## config.mk

```make
export PLATFORM = sky130hd
export DESIGN_NAME = t1_elastic_store
export DESIGN_NICKNAME = d
export VERILOG_FILES = /design/src/rtl/t1es_pkg.sv /design/src/rtl/t1es_writer.sv /design/src/rtl/t1es_bitram.sv /design/src/rtl/t1es_reader.sv /design/src/rtl/t1_elastic_store.sv
export SDC_FILE = /design/constraint.sdc
export NUM_CORES = 1
export LEC_CHECK = 0
export CAP_MARGIN = 10
export CORE_UTILIZATION = 49
export CTS_BUF_LIST = sky130_fd_sc_hd__clkbuf_2
export CTS_CLUSTER_SIZE = 24
export DETAILED_ROUTE_END_ITERATION = 7
export DONT_BUFFER_PORTS = 1
export HOLD_SLACK_MARGIN = 0.02
export SYNTH_ARGS = -nofsm -noshare
export SYNTH_HDL_FRONTEND = slang
export SYNTH_HIERARCHICAL = 1
export SYNTH_SLANG_ARGS = --single-unit
```

## constraint.sdc

```tcl
create_clock -name clk -period 5.3 [get_ports clk]
set_clock_uncertainty 0.15 [all_clocks]
set_input_delay 0 -clock clk [delete_from_list [all_inputs] [get_ports clk]]
set_output_delay 0 -clock clk [all_outputs]
set_load 0.03 [all_outputs]
```

## src/rtl/t1es_pkg.sv

```systemverilog
`timescale 1ns/1ps
// Shared constants and types for the T1 two-frame elastic store.
// Assumes 8-bit timeslots and one filler slot in every four on the wide side.
package t1es_pkg;
    localparam int SLOT_BITS   = 8;
    localparam int FILL_PERIOD = 4;

    typedef enum logic [1:0] {
        SLIP_NONE   = 2'd0,
        SLIP_REPEAT = 2'd1,
        SLIP_DROP   = 2'd2
    } slip_e;
endpackage

```

## src/rtl/t1es_writer.sv

```systemverilog
`timescale 1ns/1ps
// Write pointer of the elastic store: walks the two frame areas circularly.
// Assumes wr_valid is a one-cycle strobe per line bit.
module t1es_writer #(
    parameter int FRAME_BITS = 193,
    parameter int AW         = $clog2(2 * FRAME_BITS)
) (
    input  logic          clk,
    input  logic          rst_n,
    input  logic          store_rst,
    input  logic          wr_valid,
    output logic [AW-1:0] wr_addr,
    output logic          wr_done,
    output logic          wr_frame_start,
    output logic          wr_slot
);
    localparam int DEPTH = 2 * FRAME_BITS;

    // Decode frame-area boundaries of the current write address.
    always_comb begin
        wr_slot        = (wr_addr >= AW'(FRAME_BITS));
        wr_frame_start = (wr_addr == '0) || (wr_addr == AW'(FRAME_BITS));
        wr_done        = wr_valid && ((wr_addr == AW'(FRAME_BITS - 1)) ||
                                      (wr_addr == AW'(DEPTH - 1)));
    end

    // Advance the write address on each line bit; wrap after both areas.
    always_ff @(posedge clk) begin
        if (!rst_n || store_rst) begin
            wr_addr <= '0;
        end else if (wr_valid) begin
            wr_addr <= (wr_addr == AW'(DEPTH - 1)) ? '0 : wr_addr + AW'(1);
        end
    end
endmodule

```

## src/rtl/t1es_bitram.sv

```systemverilog
`timescale 1ns/1ps
// Two-frame bit store: one write port, one asynchronous read port.
// Assumes the read address is always inside the store.
module t1es_bitram #(
    parameter int FRAME_BITS = 193,
    parameter int AW         = $clog2(2 * FRAME_BITS)
) (
    input  logic          clk,
    input  logic          rst_n,
    input  logic          we,
    input  logic [AW-1:0] waddr,
    input  logic          wdata,
    input  logic [AW-1:0] raddr,
    output logic          rdata
);
    localparam int DEPTH = 2 * FRAME_BITS;

    logic [DEPTH-1:0] cells;

    // Store one bit per write strobe; cleared by reset.
    always_ff @(posedge clk) begin
        if (!rst_n) begin
            cells <= '0;
        end else if (we) begin
            cells[waddr] <= wdata;
        end
    end

    // Present the addressed bit.
    always_comb rdata = cells[raddr];
endmodule

```

## src/rtl/t1es_reader.sv

```systemverilog
`timescale 1ns/1ps
// Read side: output position counter, frame-level slip decision and
// narrow/wide formatter. Output values are combinational; the top registers them.
// Assumes wide_mode only changes together with a store reset.
module t1es_reader
    import t1es_pkg::*;
#(
    parameter int FRAME_BITS = 193,
    parameter int WIDE_SLOTS = 32,
    parameter int MF_FRAMES  = 12,
    parameter int AW         = $clog2(2 * FRAME_BITS),
    parameter int POS_W      = 8
) (
    input  logic             clk,
    input  logic             rst_n,
    input  logic             store_rst,
    input  logic             wide_mode,
    input  logic             rd_tick,
    input  logic             wr_done,
    input  logic             mem_bit,
    output logic [AW-1:0]    mem_addr,
    output logic [POS_W-1:0] pos,
    output logic             slot,
    output logic             nx_bit,
    output logic             nx_frame,
    output logic             nx_mframe,
    output slip_e            slip_kind
);
    localparam int WIDE_BITS = WIDE_SLOTS * SLOT_BITS;
    localparam int MF_W      = (MF_FRAMES > 1) ? $clog2(MF_FRAMES) : 1;

    logic [MF_W-1:0]  mf;
    logic [1:0]       pend;
    logic [1:0]       pend_sum;
    logic [POS_W-1:0] last_pos;
    logic             at_end;
    logic             filler;
    int               ts_i;
    int               bit_i;
    int               idx_i;

    // Map the output position to a stored bit, or mark it as filler.
    always_comb begin
        ts_i   = int'(pos) / SLOT_BITS;
        bit_i  = int'(pos) % SLOT_BITS;
        filler = wide_mode && ((ts_i % FILL_PERIOD) == 0);
        if (!wide_mode) begin
            idx_i = int'(pos);
        end else if (filler) begin
            idx_i = 0;
        end else begin
            idx_i = 1 + (ts_i - ts_i / FILL_PERIOD - 1) * SLOT_BITS + bit_i;
        end
        mem_addr = AW'(slot ? idx_i + FRAME_BITS : idx_i);
    end

    // Form the next output bit and pulses for the current position.
    always_comb begin
        nx_bit    = (filler && !(ts_i == 0 && bit_i == 0)) ? 1'b1 : mem_bit;
        nx_frame  = rd_tick && (pos == '0);
        nx_mframe = rd_tick && (pos == '0) && (mf == '0);
    end

    // Frame-level slip decision from the pending-frame count.
    always_comb begin
        last_pos  = wide_mode ? POS_W'(WIDE_BITS - 1) : POS_W'(FRAME_BITS - 1);
        at_end    = rd_tick && (pos == last_pos);
        pend_sum  = (pend == 2'd2) ? 2'd2 : pend + {1'b0, wr_done};
        slip_kind = SLIP_NONE;
        if (at_end && pend_sum == 2'd0) slip_kind = SLIP_REPEAT;
        if (at_end && pend_sum == 2'd2) slip_kind = SLIP_DROP;
    end

    // Advance position, choose the next frame area and track pending frames.
    always_ff @(posedge clk) begin
        if (!rst_n || store_rst) begin
            pos  <= '0;
            slot <= 1'b1;
            mf   <= '0;
            pend <= 2'd0;
        end else if (at_end) begin
            pos  <= '0;
            mf   <= (mf == MF_W'(MF_FRAMES - 1)) ? '0 : mf + MF_W'(1);
            slot <= (pend_sum == 2'd1) ? ~slot : slot;
            pend <= 2'd0;
        end else begin
            if (rd_tick) pos <= pos + POS_W'(1);
            pend <= pend_sum;
        end
    end
endmodule

```

## src/rtl/t1_elastic_store.sv

```systemverilog
`timescale 1ns/1ps
// Top of the T1 two-frame elastic store: write pointer, bit store, read side,
// pass-through path, output register and sticky slip flags.
// Assumes wr_valid and rd_tick are enables of clk, at most one bit per cycle each.
module t1_elastic_store
    import t1es_pkg::*;
#(
    parameter int FRAME_BITS = 193,
    parameter int WIDE_SLOTS = 32,
    parameter int MF_FRAMES  = 12
) (
    input  logic clk,
    input  logic rst_n,
    input  logic store_en,
    input  logic wide_mode,
    input  logic store_rst,
    input  logic wr_valid,
    input  logic wr_bit,
    input  logic rd_tick,
    input  logic clr_under,
    input  logic clr_over,
    output logic rd_valid,
    output logic rd_bit,
    output logic rd_frame_pulse,
    output logic rd_mframe_pulse,
    output logic slip_under,
    output logic slip_over
);
    localparam int AW      = $clog2(2 * FRAME_BITS);
    localparam int OUT_MAX = (WIDE_SLOTS * SLOT_BITS > FRAME_BITS) ?
                             WIDE_SLOTS * SLOT_BITS : FRAME_BITS;
    localparam int POS_W   = $clog2(OUT_MAX);

    logic [AW-1:0]    wr_addr;
    logic [AW-1:0]    rd_addr;
    logic [POS_W-1:0] rd_pos;
    logic             wr_done;
    logic             wr_frame_start;
    logic             wr_slot;
    logic             rd_slot;
    logic             mem_bit;
    logic             nx_bit;
    logic             nx_frame;
    logic             nx_mframe;
    slip_e            slip_kind;

    t1es_writer #(.FRAME_BITS(FRAME_BITS), .AW(AW)) u_writer (
        .clk(clk), .rst_n(rst_n), .store_rst(store_rst), .wr_valid(wr_valid),
        .wr_addr(wr_addr), .wr_done(wr_done), .wr_frame_start(wr_frame_start),
        .wr_slot(wr_slot)
    );

    t1es_bitram #(.FRAME_BITS(FRAME_BITS), .AW(AW)) u_ram (
        .clk(clk), .rst_n(rst_n), .we(wr_valid), .waddr(wr_addr), .wdata(wr_bit),
        .raddr(rd_addr), .rdata(mem_bit)
    );

    t1es_reader #(
        .FRAME_BITS(FRAME_BITS), .WIDE_SLOTS(WIDE_SLOTS), .MF_FRAMES(MF_FRAMES),
        .AW(AW), .POS_W(POS_W)
    ) u_reader (
        .clk(clk), .rst_n(rst_n), .store_rst(store_rst), .wide_mode(wide_mode),
        .rd_tick(rd_tick), .wr_done(wr_done), .mem_bit(mem_bit),
        .mem_addr(rd_addr), .pos(rd_pos), .slot(rd_slot), .nx_bit(nx_bit),
        .nx_frame(nx_frame), .nx_mframe(nx_mframe), .slip_kind(slip_kind)
    );

    // Register the output from either the store or the pass-through path.
    always_ff @(posedge clk) begin
        if (!rst_n) begin
            rd_valid        <= 1'b0;
            rd_bit          <= 1'b0;
            rd_frame_pulse  <= 1'b0;
            rd_mframe_pulse <= 1'b0;
        end else if (store_en) begin
            rd_valid        <= rd_tick;
            rd_bit          <= nx_bit;
            rd_frame_pulse  <= nx_frame;
            rd_mframe_pulse <= nx_mframe;
        end else begin
            rd_valid        <= wr_valid;
            rd_bit          <= wr_bit;
            rd_frame_pulse  <= wr_valid && wr_frame_start;
            rd_mframe_pulse <= 1'b0;
        end
    end

    // Sticky slip flags: set on a slip, cleared by write-one, set wins.
    always_ff @(posedge clk) begin
        if (!rst_n) begin
            slip_under <= 1'b0;
            slip_over  <= 1'b0;
        end else begin
            slip_under <= (store_en && slip_kind == SLIP_REPEAT) || (slip_under && !clr_under);
            slip_over  <= (store_en && slip_kind == SLIP_DROP)   || (slip_over  && !clr_over);
        end
    end
endmodule

```

Yosys cells after proc, flatten, opt, wreduce, memory -nomap -nowiden
Index checks and enable logic that the tools add are counted.
Widths: inputs -> output; s select.
- bitwise logic cells: 1
- equality and inequality tests: 10
- reductions and logical operators: 34
- $add $sub $neg: 9
- magnitude comparators: 3
- muxes and demuxes: 18
- operators with widths (kind ; count):
    $bwmux 386 ; 1
    $logic_not 32->1 ; 3
    $mux 9 ; 4
    $lt 9x10->1 const B ; 2
    $eq 9x8->1 const B ; 2
    $logic_and 1x1->1 ; 15
    $add 2x9->9 const A ; 1
    $add 9x1->9 const B ; 1
    $add 9x4->9 ; 1
    $add 9x9->9 const B ; 1
    $bmux 1 s9 ; 1
    $demux 1 s9 ; 1
    $eq 9x9->1 const B ; 1
    $ge 9x1->1 const B ; 1
    $logic_not 9->1 ; 1
    $add 8x1->8 const B ; 1
    $eq 8x8->1 ; 1
    $logic_not 8->1 ; 1
    $mux 1 ; 7
    $eq 2x2->1 const B ; 3
    $mux 6 ; 1
    $sub 5x3->6 ; 1
    $sub 6x2->6 const B ; 1
    $logic_or 1x1->1 ; 5
    12 further kinds ; 18
- bits of input ports: 10
- bits in registers: 416
- logic and storage cells: 87

Depth between registers and ports, before layout
- depth in word-level cells: 12
- gate-level depth with buffers: 21

Modules after synthesis
Netlist, hierarchy kept.
- by module, submodules not included (module ; instances ; cells each ; area an instance (µm²)):
    t1es_bitram ; 1 ; 2172 ; 19132.1
    t1es_reader ; 1 ; 202 ; 1562.7
    t1es_writer ; 1 ; 71 ; 583.1
    t1_elastic_store ; 1 ; 22 ; 234.0

Worst setup path after synthesis
Ideal clock, no wire load.
- path type: reg2reg
- from: register u_reader.pos[5]
- to: register rd_bit
- required time: 5.034 ns
- stages on the path, launching flop included: 21
- library setup time: 0.116 ns
- clock period less this slack: 4.032 ns
- path buffers: 2
- arrival time: 3.766 ns
- slack: 1.268 ns
- cell sequence: dfxtp_1 > inv_1 > ha_1 > inv_1 > fa_1 > nand2b_1 > mux2i_1 > or4_1 > a21oi_1 > nor3_1 > clkbuf_1 > clkbuf_1 > clkinv_1 > a31oi_1 > nand3_1 > o2111ai_1 > o22ai_1 > a31o_1 > o21bai_1 > mux2i_1 > nor2b_1
- word-level cells in the longest chain between the ends: 12
- elaborated cells on any way between the ends: 16
- ends and longest elaborated chain (element ; line ; source):
    start, declared ; t1es_reader.sv:22 ; output logic [POS_W-1:0] pos,
    start signal, assigned ; t1es_reader.sv:87 ; if (rd_tick) pos <= pos + POS_W'(1);
    $sub 5x3->6 * ; t1es_reader.sv:52 ; idx_i = 1 + (ts_i - ts_i / FILL_PERIOD - 1) * SLOT_BITS + bit_i;
    $sub 6x2->6 * ; t1es_reader.sv:52 ;
    $add 2x9->9 * ; t1es_reader.sv:52 ;
    $add 9x4->9 * ; t1es_reader.sv:52 ;
    $mux 9 * ; t1es_reader.sv:49 ; end else if (filler) begin
    $mux 9 * ; t1es_reader.sv:47 ; if (!wide_mode) begin
    $add 9x9->9 ; t1es_reader.sv:54 ; mem_addr = AW'(slot ? idx_i + FRAME_BITS : idx_i);
    $mux 9 * ; t1es_reader.sv:54 ;
    net rd_addr[4] ; t1_elastic_store.sv:35 ; logic [AW-1:0] rd_addr;
    $bmux 1 s9 * ; t1es_bitram.sv:30 ; always_comb rdata = cells[raddr];
    $mux 1 (implied by the code) * ; t1es_bitram.sv:30 ;
    net mem_bit ; t1_elastic_store.sv:41 ; logic mem_bit;
    $mux 1 * ; t1es_reader.sv:59 ; nx_bit = (filler && !(ts_i == 0 && bit_i == 0)) ? 1'b1 : mem_bit;
    net nx_bit ; t1_elastic_store.sv:42 ; logic nx_bit;
    $mux 1 * ; t1_elastic_store.sv:75 ; end else if (store_en) begin
    end signal, assigned ; t1_elastic_store.sv:77 ; rd_bit <= nx_bit;
    end signal, assigned ; t1_elastic_store.sv:82 ; rd_bit <= wr_bit;
    end, declared ; t1_elastic_store.sv:23 ; output logic rd_bit,
The timed path passes the listed nets; every way through them passes the cells marked *. The select of a mux whose other input is x is not followed.
A chain may end at the register's enable or synchronous reset.

Worst setup path after layout
Same ends and word-level chain as after synthesis.

==> impl_metrics.env <==
export IMPL_status="finished, violations left"
export IMPL_violations="max-slew violations"
export IMPL_via_count=22000
export IMPL_multi_input_area_sq_mm=0.0121
export IMPL_setup_tns_ns=0
export IMPL_root_buffer="clkbuf_2"
export IMPL_power_total_mw=5.81
export IMPL_die_h_um=211
export IMPL_setup_slack_ns=0.507
export IMPL_grt_pass1_vias=21600
export IMPL_start_util_pct=49.8
export IMPL_wl_mm=86.6
export IMPL_grt_pass1_wl_mm=131
export IMPL_worstPathMaxFanout=13
export IMPL_crit_family="simple AND/OR/NAND/NOR gates"
export IMPL_coreArea_sq_mm=0.0432
export IMPL_register_area_sq_mm=0.00833
export IMPL_rr_endpoint="rd_bit"
export IMPL_r2r_slack_ns=0.51
export IMPL_place_ws_ns=0.692
export IMPL_slew_viol_final=276
export IMPL_postRouteAntennaNets=0
export IMPL_drive_above_1_share_pct=12.7
export IMPL_num_io_pins=16
export IMPL_clk_pin_slew_ns=0.10
export IMPL_finalWeightedCongestion=0.934
export IMPL_rows=76
export IMPL_synth_area_sq_mm=0.0215
export IMPL_cp_arrival_ns=5.71
export IMPL_timing_fmax_mhz=209
export IMPL_worstSetupEndpointType="register"
export IMPL_dr_first_iter_drc_count=2700
export IMPL_hold_slack_ns=0.0489
export IMPL_crit_chain="inv_1 -> ha_1 -> inv_1 -> fa_1 -> nand2b_1 -> mux2i_1 -> or4_1 -> a21oi_1 -> nor3_2 -> buf_4 -> nand3b_1 -> a221oi_1 -> a41oi_1 -> o211ai_1 -> o32ai_1 -> o22ai_1 -> a31o_1 -> o21bai_1 -> mux2i_1 -> nor2b_1"
export IMPL_fin_crit_ns=4.79
export IMPL_fin_nets=2750
export IMPL_finalSetupViolations=0
export IMPL_cts_resized=0
export IMPL_post_route_util_pct=61.0
export IMPL_rsz0062_at_grt="false"
export IMPL_post_route_period_util_pct=90.4
export IMPL_post_drt_wl_per_cell_um=25.5
export IMPL_reg2reg_depth=20
export IMPL_cts_tree="yes"
export IMPL_tightest_slew_ns=1.91
export IMPL_power_density_mw_per_mm2=220
export IMPL_firstDrtPassIters=6
export IMPL_crit_type="reg2reg"
export IMPL_relSlewSlack_pct=-27.1
export IMPL_dp_hpwl_mm=44.8
export IMPL_drt_vias_per_instance=6.49
export IMPL_required_ns=6.21
export IMPL_syn_inst=2464
export IMPL_peakVddDrop_mv=0.179
export IMPL_grt_usage_pct=38.6
export IMPL_path_buf_inv=3
export IMPL_cts_sinks=416
export IMPL_grt_remaining_overflow=0
export IMPL_cp_startpoint="u_reader/pos[5]"
export IMPL_r2r_start="u_reader/pos[5]"
export IMPL_antenna_found_initial=1
export IMPL_drcViolationCount=0
export IMPL_nFillCells=3756
export IMPL_crit_slowest_cell="nor3_2"
export IMPL_crit_end="rd_bit"
export IMPL_max_cap_violations=0
export IMPL_die_w_um=211
export IMPL_clk_path_buf_depth=3
export IMPL_grt_max_degree=400
export IMPL_cp_depth=20
export IMPL_critPathLaunchType="register"
export IMPL_port_buffers=0
export IMPL_worstSkewPairLatency_ns=1.12
export IMPL_synth_area_per_cell_sq_um=8.72
export IMPL_max_stage_delay_ns=0.49
export IMPL_yosys_warnings=6
export IMPL_synthToLayoutAreaGrowth_pct=22.5
export IMPL_min_path_type="in2reg"
export IMPL_numCtsBuffers=111
export IMPL_finalHoldViolations=0
export IMPL_leakage_nw=8.87
export IMPL_htreeDepth=3
export IMPL_synthesis_nets=2487
export IMPL_die_area_sq_mm=0.0447
[cell type report]
| cell class | count | area share, % |
|---|---|---|
| Clock inverter | 22 | 0.537 |
| Antenna cell | 1 | 0.00950 |
| Tap cell | 585 | 2.78 |
| Multi-Input combinational cell | 1771 | 46.1 |
| Sequential cell | 416 | 31.6 |
| Inverter | 20 | 0.285 |
| Timing Repair Buffer | 407 | 15.4 |
| Clock buffer | 173 | 3.29 |
[per-stage QoR]
step	instance area (sq um)	instances
floorplan	21500	2464
global placement	21600	2836
detailed placement	21600	2836
CTS	26300	3391
global route	26300	3395
finish	26300	3395
[how the worst min path moves through the flow]
stage / start / to / depth (start not counted)
floorplan: store_rst / u_reader/slot / 2
global placement: store_rst / u_reader/slot / 2
detailed placement: store_rst / u_reader/slot / 2
CTS: wide_mode / rd_bit / 5
global route: wide_mode / rd_bit / 5
finish: rst_n / u_reader/mf[2] / 4
[placed cells by master (no fill, tap or decap), drive strengths merged, types with 8 or more instances in the layout]
cell type,count
o221ai,8
ha,12
nand2b,14
dfxtp,416
o21ai,406
nor2b,21
nand3,410
a22oi,11
xnor2,12
dlygate4sd3,356
nor2,81
and2,10
a21oi,32
mux4,75
and3,8
mux2i,64
nand2,79
buf,51
a21boi,385
clkinv,17
clkbuf,173
nand4,13
inv,22
nor3,15
[sequential cells by signal, indices dropped and copies added (netlist names)]
signal            flops
u_ram/cells         386
u_writer/wr_addr      9
u_reader/pos          8
u_reader/mf           4
u_reader/pend         2
rd_bit                1
rd_frame_pulse        1
rd_mframe_pulse       1
rd_valid              1
slip_over             1
slip_under            1
u_reader/slot         1
[power breakdown]
group	internal, mW	total (mW)	switching [mW]
sequential	3.13	3.14	0.00856
combinational	0.102	0.281	0.179
clock	0.954	2.39	1.44
total	4.18	5.81	1.62
[timing repair]
action | in CTS | in global routing
endpoints found under the setup margin | 0 | 0
hold endpoints to repair | 416 | 0
hold buffers | 360 | 0
buffers inserted | 0 | 0
[tightest hold or removal path, cell delays in order]
cell	delay, ns
dlygate4sd3_1	0.61
buf_16	0.28
nand2b_1	0.29
nor2_1	0.07
[metal layers]
layer	up-vias	global-route usage (%)	wire (um)
met5	-	0	0
met4	0	23.1	4990
met3	300	8.68	8310
met2	1184	59.2	38800
met1	10900	49.5	34500
li1	9619	-	-
No activity file was read; power rests on OpenSTA's default activity.
